File: config.mk
export PLATFORM = sky130hd
export DESIGN_NAME = mbx_array
export DESIGN_NICKNAME = d
export VERILOG_FILES = /design/src/rtl/mbx_pkg.sv /design/src/rtl/mbx_ctrl.sv /design/src/rtl/mbx_datapath.sv /design/src/rtl/mbx_array.sv
export SDC_FILE = /design/constraint.sdc
export NUM_CORES = 1
export LEC_CHECK = 0
export CELL_PAD_IN_SITES_DETAIL_PLACEMENT = 0
export CELL_PAD_IN_SITES_GLOBAL_PLACEMENT = 1
export CORE_MARGIN = 2
export CORE_UTILIZATION = 50
export DETAILED_ROUTE_END_ITERATION = 16
export PLACE_DENSITY = 0.74
export SETUP_SLACK_MARGIN = 0.05
export SLEW_MARGIN = 25
export SYNTH_ARGS = -nofsm -noshare
export SYNTH_HDL_FRONTEND = slang
export SYNTH_SLANG_ARGS = --single-unit
File: constraint.sdc
create_clock -name clk -period 4.3 [get_ports clk]
set_clock_uncertainty 0.05 [all_clocks]
set_input_delay 0.86 -clock clk [delete_from_list [all_inputs] [get_ports clk]]
set_output_delay 0.86 -clock clk [all_outputs]
set_load 0.02 [all_outputs]
File: src/rtl/mbx_pkg.sv
package mbx_pkg;
  // queue index field: four bits, since each window spans 64 bytes at stride 4
  localparam int QIDX_W = 4;

  typedef enum logic [2:0] {
    RK_NONE,
    RK_REV,
    RK_MSG,
    RK_FULL,
    RK_CNT
  } regKind_e;

  typedef struct packed {
    logic             push;
    logic             pop;
    regKind_e         kind;
    logic [QIDX_W-1:0] q;
  } mbxStrobe_t;
endpackage

File: src/rtl/mbx_ctrl.sv
module mbx_ctrl
  import mbx_pkg::*;
#(
  parameter int NQ     = 4,
  parameter int ADDR_W = 12
) (
  input  logic              busSel,
  input  logic              busWr,
  input  logic [ADDR_W-1:0] busAddr,
  output mbxStrobe_t        strb
);
  localparam logic [QIDX_W:0] NQ_L = (QIDX_W+1)'(NQ);

  logic [QIDX_W-1:0] qIdx;
  logic              inRange;
  logic              mapped;

  assign qIdx    = busAddr[5:2];
  assign inRange = {1'b0, qIdx} < NQ_L;
  assign mapped  = busSel && (busAddr[1:0] == 2'b00) &&
                   (busAddr[ADDR_W-1:8] == '0);

  always_comb begin
    strb      = '0;
    strb.kind = RK_NONE;
    strb.q    = qIdx;
    if (mapped) begin
      unique case (busAddr[7:6])
        2'd0: if (qIdx == '0) strb.kind = RK_REV;
        2'd1: if (inRange) strb.kind = RK_MSG;
        2'd2: if (inRange) strb.kind = RK_FULL;
        default: if (inRange) strb.kind = RK_CNT;
      endcase
    end
    strb.push = (strb.kind == RK_MSG) && busWr;
    strb.pop  = (strb.kind == RK_MSG) && !busWr;
  end
endmodule

File: src/rtl/mbx_datapath.sv
module mbx_datapath
  import mbx_pkg::*;
#(
  parameter int          NQ     = 4,
  parameter int          DEPTH  = 4,
  parameter logic [31:0] REV_ID = 32'h0001_0200
) (
  input  logic             clk,
  input  logic             rstN,
  input  mbxStrobe_t       strb,
  input  logic             busWr,
  input  logic [31:0]      busWdata,
  output logic [31:0]      busRdata,
  output logic [NQ-1:0]    newMsg,
  output logic [NQ-1:0]    notFull
);
  localparam int PTR_W = (DEPTH > 1) ? $clog2(DEPTH) : 1;
  localparam int CNT_W = $clog2(DEPTH + 1);
  localparam logic [CNT_W-1:0] FULL_CNT = CNT_W'(DEPTH);
  localparam logic [PTR_W-1:0] LAST_PTR = PTR_W'(DEPTH - 1);

  logic [CNT_W-1:0] qCnt  [NQ];
  logic [31:0]      qHead [NQ];
  logic [31:0]      qLast [NQ];

  function automatic logic [PTR_W-1:0] nextPtr(input logic [PTR_W-1:0] p);
    return (p == LAST_PTR) ? '0 : p + 1'b1;
  endfunction

  for (genvar i = 0; i < NQ; i++) begin : g_queue
    logic [31:0]      mem [DEPTH];
    logic [PTR_W-1:0] wrPtr, rdPtr;
    logic [CNT_W-1:0] cnt;
    logic [31:0]      lastPop;
    logic             sel, doPush, doPop;

    assign sel    = (int'(strb.q) == i);
    assign doPush = sel && strb.push && (cnt != FULL_CNT);
    assign doPop  = sel && strb.pop && (cnt != '0);

    always_ff @(posedge clk) begin
      if (doPush) mem[wrPtr] <= busWdata;
    end

    always_ff @(posedge clk) begin
      if (!rstN) begin
        wrPtr   <= '0;
        rdPtr   <= '0;
        cnt     <= '0;
        lastPop <= '0;
      end else begin
        if (doPush) begin
          wrPtr <= nextPtr(wrPtr);
          cnt   <= cnt + 1'b1;
        end
        if (doPop) begin
          rdPtr   <= nextPtr(rdPtr);
          cnt     <= cnt - 1'b1;
          lastPop <= mem[rdPtr];
        end
      end
    end

    assign qCnt[i]    = cnt;
    assign qHead[i]   = mem[rdPtr];
    assign qLast[i]   = lastPop;
    assign newMsg[i]  = (cnt != '0);
    assign notFull[i] = (cnt != FULL_CNT);
  end

  always_comb begin
    busRdata = '0;
    if (!busWr) begin
      for (int i = 0; i < NQ; i++) begin
        if (int'(strb.q) == i) begin
          unique case (strb.kind)
            RK_MSG:  busRdata = (qCnt[i] != '0) ? qHead[i] : qLast[i];
            RK_FULL: busRdata = {31'b0, qCnt[i] == FULL_CNT};
            RK_CNT:  busRdata = 32'(qCnt[i]);
            default: ;
          endcase
        end
      end
      if (strb.kind == RK_REV) busRdata = REV_ID;
    end
  end
endmodule

File: src/rtl/mbx_array.sv
module mbx_array
  import mbx_pkg::*;
#(
  parameter int          NQ     = 4,
  parameter int          DEPTH  = 4,
  parameter int          ADDR_W = 12,
  parameter logic [31:0] REV_ID = 32'h0001_0200
) (
  input  logic              clk,
  input  logic              rstN,
  input  logic              busSel,
  input  logic              busWr,
  input  logic [ADDR_W-1:0] busAddr,
  input  logic [31:0]       busWdata,
  output logic [31:0]       busRdata,
  output logic [NQ-1:0]     newMsg,
  output logic [NQ-1:0]     notFull
);
  mbxStrobe_t strb;

  mbx_ctrl #(.NQ(NQ), .ADDR_W(ADDR_W)) u_ctrl (
    .busSel (busSel),
    .busWr  (busWr),
    .busAddr(busAddr),
    .strb   (strb)
  );

  mbx_datapath #(.NQ(NQ), .DEPTH(DEPTH), .REV_ID(REV_ID)) u_dp (
    .clk     (clk),
    .rstN    (rstN),
    .strb    (strb),
    .busWr   (busWr),
    .busWdata(busWdata),
    .busRdata(busRdata),
    .newMsg  (newMsg),
    .notFull (notFull)
  );
endmodule

Word level (Yosys, flattened, before mapping):

Memories as Yosys holds them, arrays and structs flattened. A register that Yosys moved wholly into a read port is not among the register bits.
Cells that the tools add are included.

* bits in writable memories: 512
* memories: 4
* bits of input ports: 48
* logic and storage cells: 148
* bits in registers: 156
* output and inout bits: 40

Memory list
* u_dp.g_queue[0].mem: words 4, bits a word 32, read ports 1, clocked after Yosys merged registers in 1, write ports 1, RTL line mbx_datapath.sv:31 `logic [31:0] mem [DEPTH];`
* u_dp.g_queue[1].mem: words 4, bits a word 32, read ports 1, clocked after Yosys merged registers in 1, write ports 1, RTL line mbx_datapath.sv:31
* u_dp.g_queue[2].mem: words 4, bits a word 32, read ports 1, clocked after Yosys merged registers in 1, write ports 1, RTL line mbx_datapath.sv:31
* u_dp.g_queue[3].mem: words 4, bits a word 32, read ports 1, clocked after Yosys merged registers in 1, write ports 1, RTL line mbx_datapath.sv:31

* equality and inequality tests: 25
* muxes and demuxes: 52
* add/subtract/negate cells: 16
* reduce and logical (&&, ||, !) cells: 34
* magnitude comparators: 1

Operators with widths (count)
* 32-bit case mux with 3 select lines: 4
* 32-bit two-way mux: 10
* 2-bit two-way mux: 18
* 3-bit two-way mux: 10
* 1-bit logical AND: 20
* 2-bit == test, second input constant: 9
* 2-bit by 1-bit adder with 2-bit output, second input constant: 8
* 3-bit == test, second input constant: 5
* 3-bit by 1-bit adder with 3-bit output, second input constant: 4
* 4-bit zero test: 3
* 3-bit != test, second input constant: 4
* 3-bit nonzero test: 4
* 3-bit by 1-bit subtractor with 3-bit output, second input constant: 4
* 1-bit two-way mux: 9
* 3-bit case mux with 3 select lines: 1
* 4-bit by 3-bit == test with 1-bit output, second input constant: 2
* 2-bit nonzero test: 4
* 3-bit by 2-bit == test with 1-bit output, second input constant: 2
* 4-bit by 2-bit == test with 1-bit output, second input constant: 1
* 2-bit zero test: 2
* 4-bit by 3-bit < comparator with 1-bit output, second input constant: 1
* 3-bit by 1-bit == test with 1-bit output, second input constant: 1
* 2-bit by 1-bit == test with 1-bit output, second input constant: 1
* 1-bit zero test: 1

Depth between registers and ports, before layout:

* depth after elaboration: 15
* mapped depth: 11
* gate-level depth less buffers: 9

By module:

From an unflattened synthesis, not the netlist that was laid out.

* cell total of the unflattened synthesis: 1947
* area, all modules: 27674.0 um2

By module, submodules not included
* mbx_datapath: seq. area each 18657.9 um2, area each 27537.7 um2, times used 1, cells each 1929
* mbx_ctrl: seq. area each 0.0 um2, area each 136.4 um2, times used 1, cells each 18

Least setup slack after synthesis:

Ideal clock, no wire load.

* path kind: input -> output
* start point: input port busAddr[2]
* end point: output port busRdata[1]
* setup slack: 0.054 ns
* required time: 3.390 ns
* path buffers: 2
* arrival: 3.336 ns
* stages: 8
* cells stage by stage: clkbuf_1 > or4b_2 > clkbuf_1 > nor2_1 > a32oi_1 > nand3_1 > a221oi_1 > a2111oi_0

* word-level cells in the longest chain between the ends: 15
* elaborated cells on any way between the ends: 26
* classes of those cells: order compare (1); eq/ne (7); mux (16); reduce/logical (2)

Ends and longest elaborated chain
* from (decl): RTL line mbx_array.sv:13 `input logic [ADDR_W-1:0] busAddr,`
* 4-bit by 3-bit < comparator with 1-bit output / 4-bit zero test (equally long branches): RTL line mbx_ctrl.sv:19, mbx_ctrl.sv:29
* 2-bit two-way mux, or another cell as far along: RTL line mbx_ctrl.sv:31 `2'd2: if (inRange) strb.kind = RK_FULL;`
* 3-bit case mux with 3 select lines: RTL line mbx_ctrl.sv:28 `unique case (busAddr[7:6])`
* 3-bit two-way mux: RTL line mbx_ctrl.sv:27 `if (mapped) begin`
* 3-bit == test / 3-bit by 2-bit == test with 1-bit output (equally long branches): RTL line mbx_datapath.sv:76 `unique case (strb.kind)`
* 32-bit case mux with 3 select lines: RTL line mbx_datapath.sv:76
* 32-bit two-way mux: RTL line mbx_datapath.sv:75 `if (int'(strb.q) == i) begin`
* 32-bit case mux with 3 select lines: RTL line mbx_datapath.sv:76
* 32-bit two-way mux: RTL line mbx_datapath.sv:75
* 32-bit case mux with 3 select lines: RTL line mbx_datapath.sv:76
* 32-bit two-way mux: RTL line mbx_datapath.sv:75
* 32-bit case mux with 3 select lines: RTL line mbx_datapath.sv:76
* 32-bit two-way mux: RTL line mbx_datapath.sv:75
* 32-bit two-way mux (*): RTL line mbx_datapath.sv:84 `if (strb.kind == RK_REV) busRdata = REV_ID;`
* 32-bit two-way mux (*): RTL line mbx_datapath.sv:73 `if (!busWr) begin`
* to (decl): RTL line mbx_array.sv:15 `output logic [31:0] busRdata,`

Mark *: on every way between the ends. The rest lies on a longest branch, timed or not.

Worst setup path in the final report:

* start point: input port busAddr[3]
* end point: output port busRdata[27]

The elaborated chain is that of the path after synthesis.

==> summary.md <==
| Metric | Value |
|---|---|
| Starting density of the core | 0.508 |
| Clock sink count | approximately 680 |
| Synth top area share | 0.559 |
| Mapped Nets | 2025 |
| RePlAce Congestion | 0.899 |
| Final period util | 0.977 |
| Post-synth top cells | nand2_1 (526), edfxtp_1 (512), dfxtp_1 (164) |
| H-tree levels | 3 |
| Worst-path fanout max | 18 |
| Vias per cell | 5.96 |
| Final Max Slew Viols | 0 |
| ANT nets after route | 0 |
| Final hold slack | 0.413 ns |
| Clock Path Buffers | 3 |
| Top FF cell, synth | edfxtp_1 |
| Synth unique cells | 52 |
| Total track usage | 0.259 |
| Largest stage delay on the critical path | approximately 0.75 ns |
| GRT overflow | 0 |
| Peak VDD IR | 353 uV |
| Power Density | 411 nW/um^2 |
| Asr flop ratio synth | 0 |
| CP endpoint kind | output port |
| CTS clk-pin slew, worst paths | 0.06 ns |
| Site Rows | 85 |
| Cell mode on critical path | buf_4 |
| CTS tree | built |
| Yosys top cell by area | edfxtp_1 |
| CP top delay family | buffers and inverters |
| Post-synth EDFFs | 512 |
| Slew headroom | 0.314 |
| Post-CTS setup buffers | 0 |
| Hold Buf Count CTS | 0 |
| Leak | 10.4 nW |
| Nets | 2171 |
| Critical path buffer and inverter count | 4 |
| WS Path Type | in -> out |
| Most frequent cell after synthesis | nand2_1 |
| Clock Latency Late Sink | about 0.61 ns |
| Port Buffer Count | 87 |
| Minimum clock period | 4.20 ns |
| Worst EP required | 3.39 ns |
| Final setup viols | 0 |
| Final HPWL DP | 44800 um |
| CP Data Arrival Time | between 3 and 4 ns |
| Layout Utilization | 0.594 |
| First-pass GRT wire length | ~110000 um |
| Area contributors post-synth | edfxtp_1 (56%), dfxtp_1 (12%), mux4_2 (10%) |
| Root buf cell | clkbuf_16 |
| Hold Crit Class | reg -> reg |
| F_max | about 0.24 GHz |
| Die H | 238 um |
| Die W | 238 um |
| Synthesis-stage register bit count | 676 |
| Die area | about 57000 um^2 |
| Initial antenna violation count | 0 |
| Num CTS Buffers | 71 |
| Post-Syn Area | 27500 um^2 |
| Max-cap violations | 0 |
| Hold violation total from the final report | 0 |
| Routed WL | 71800 um |
| I/O Pins | 88 |
| Core footprint | roughly 54000 um^2 |
| Wire per inst | ~25 um |
| Synth Warn # | 0 |
| Sequential share of the synthesized area | 0.679 |
| Final total power | 13.2 mW |
| Outcome | finished, final reports clean |
| Layout cells sized above 1 | 0.186 |
| N_diodes | 0 |
| Measured slew at the worst slew-check pin | 1.03 ns |
| Total number of vias | between 15000 and 20000 |
| Setup WS pre-CTS | -0.357 ns |
| Max stage delay cell, worst path | or4b_2 |
| Gate Count Post-Synth | 1953 |
| Mapped Avg Cell Area | 14.1 um^2 |
| Fin worst setup slack | 0.0994 ns |
| Detailed Route Iter0 Violations | 1601 |
| Cells along the critical path | clkdlybuf4s50_1, or4b_2, buf_4, buf_4, a21oi_1, o311a_1, clkdlybuf4s15_1 |
| RSZ-0062 raised after global routing | yes |
| Vias in the first global route | 17000 |
| Pre-Repair DR Iteration Count | 5 |
| DRC violations left | 0 |
| Area of placed instances | 29900 um^2 |
| Critical Path Source Type | input pin |
| Layout area overhead | 17.0% |
| Final Cell Area | approximately 32000 um^2 |
| Pin count of the biggest net entering global routing | 96 |
[kinds of logic (layout without fill, tap and decap cells)]
logic type      Yosys count  after routing  share of synthesized area
buf+inv                 152            357                     0.0219
simple gates            655            655                     0.0997
xor+xnor                  9              9                    0.00287
fa+ha+maj                24             24                     0.0120
compound gates          297            297                     0.0754
mux                     140            140                      0.109
flops                   676            676                      0.679
[worst reg2reg max path, cell delays in order (launching register included)]
cell and delay [ns]:
dfxtp_1 0.34, nor3_2 0.26, buf_4 0.51, or3_2 0.48, buf_4 0.38, nand2_1 0.13, a21boi_0 0.18
[state kept, by name, indices dropped and copies added (netlist names), named ones only]
name and count:
u_dp.g_queue.mem 512, u_dp.g_queue.cnt 12, u_dp.g_queue.lastPop 128, u_dp.g_queue.rdPtr 8
u_dp.g_queue.wrPtr 8
[repair_timing]
action,CTS,global route
gates resized for setup,40,20
pin swaps,1,1
endpoints found under the setup margin,32,14
hold endpoints to repair,0,0
[final timing paths]
kind,startpoint,endpoint,slack (ns),cells after the start
setup / recovery,busAddr[3],busRdata[27],0.1,7
hold reg to reg,u_dp.g_queue[2].lastPop[15]$_SDFFE_PN0P_,u_dp.g_queue[2].lastPop[15]$_SDFFE_PN0P_,0.41,2
setup reg to reg,u_dp.g_queue[2].cnt[1]$_SDFFE_PN0P_,u_dp.g_queue[2].lastPop[20]$_SDFFE_PN0P_,1.90,6
hold / removal,u_dp.g_queue[2].lastPop[15]$_SDFFE_PN0P_,u_dp.g_queue[2].lastPop[15]$_SDFFE_PN0P_,0.41,2
[per-layer routing]
metal	share of wire	track usage	wire length [um]	vias to the layer above
met5	0	0	0	-
met4	0.028	0.0860	1980	0
met3	0.074	0.0448	5300	136
met2	0.47	0.405	33400	676
met1	0.43	0.373	31100	8652
li1	-	-	-	7532
[through the flow]
stage          instances  setup TNS (ns)
5_1_grt             2854               0
4_1_cts             2854               0
6_report            2854               0
3_3_place_gp        2722           -6.35
2_1_floorplan       1953               0
3_5_place_dp        2722           -5.27
[layout make-up]
type	instances	area, um^2
repair buffers	198	1890
clock inverters	31	305
inverters	27	101
well taps	696	871
fillers	4176	22000
flip-flops and latches	676	18700
multi-input cells	1125	8330
clock buffers	101	1990
[layout by cell type (no fill, tap or decap), types with 10 or more instances in the layout]
| cell type | netlist | routed |
|---|---|---|
| ha_1 | 20 | 20 |
| a21boi_0 | 136 | 136 |
| mux2i_1 | 12 | 12 |
| clkbuf_1 | 91 | 21 |
| clkbuf_16 | 0 | 72 |
| nand3_1 | 33 | 33 |
| clkinv_2 | 0 | 10 |
| dfxtp_1 | 164 | 156 |
| a31oi_1 | 28 | 28 |
| nand2_1 | 526 | 525 |
| o311a_1 | 26 | 26 |
| o21ai_0 | 11 | 11 |
| nor2_1 | 13 | 11 |
| a21oi_1 | 72 | 71 |
| buf_12 | 0 | 19 |
| and2_2 | 0 | 16 |
| dlygate4sd2_1 | 0 | 19 |
| nor3_1 | 15 | 10 |
| clkinv_1 | 2 | 10 |
| inv_1 | 21 | 21 |
| buf_4 | 1 | 94 |
| mux4_2 | 128 | 128 |
| edfxtp_1 | 512 | 512 |
| clkdlybuf4s50_1 | 0 | 54 |
[power by group]
group | total (mW) | leakage (nW) | internal [mW] | switching [mW]
sequential | 7.01 | 5.92 | 7.01 | 0.00000797
clock | 6.00 | 1.12 | 3.49 | 2.50
combinational | 0.223 | 3.39 | 0.0792 | 0.144
Note: power is estimated with default switching activity, not from simulation.
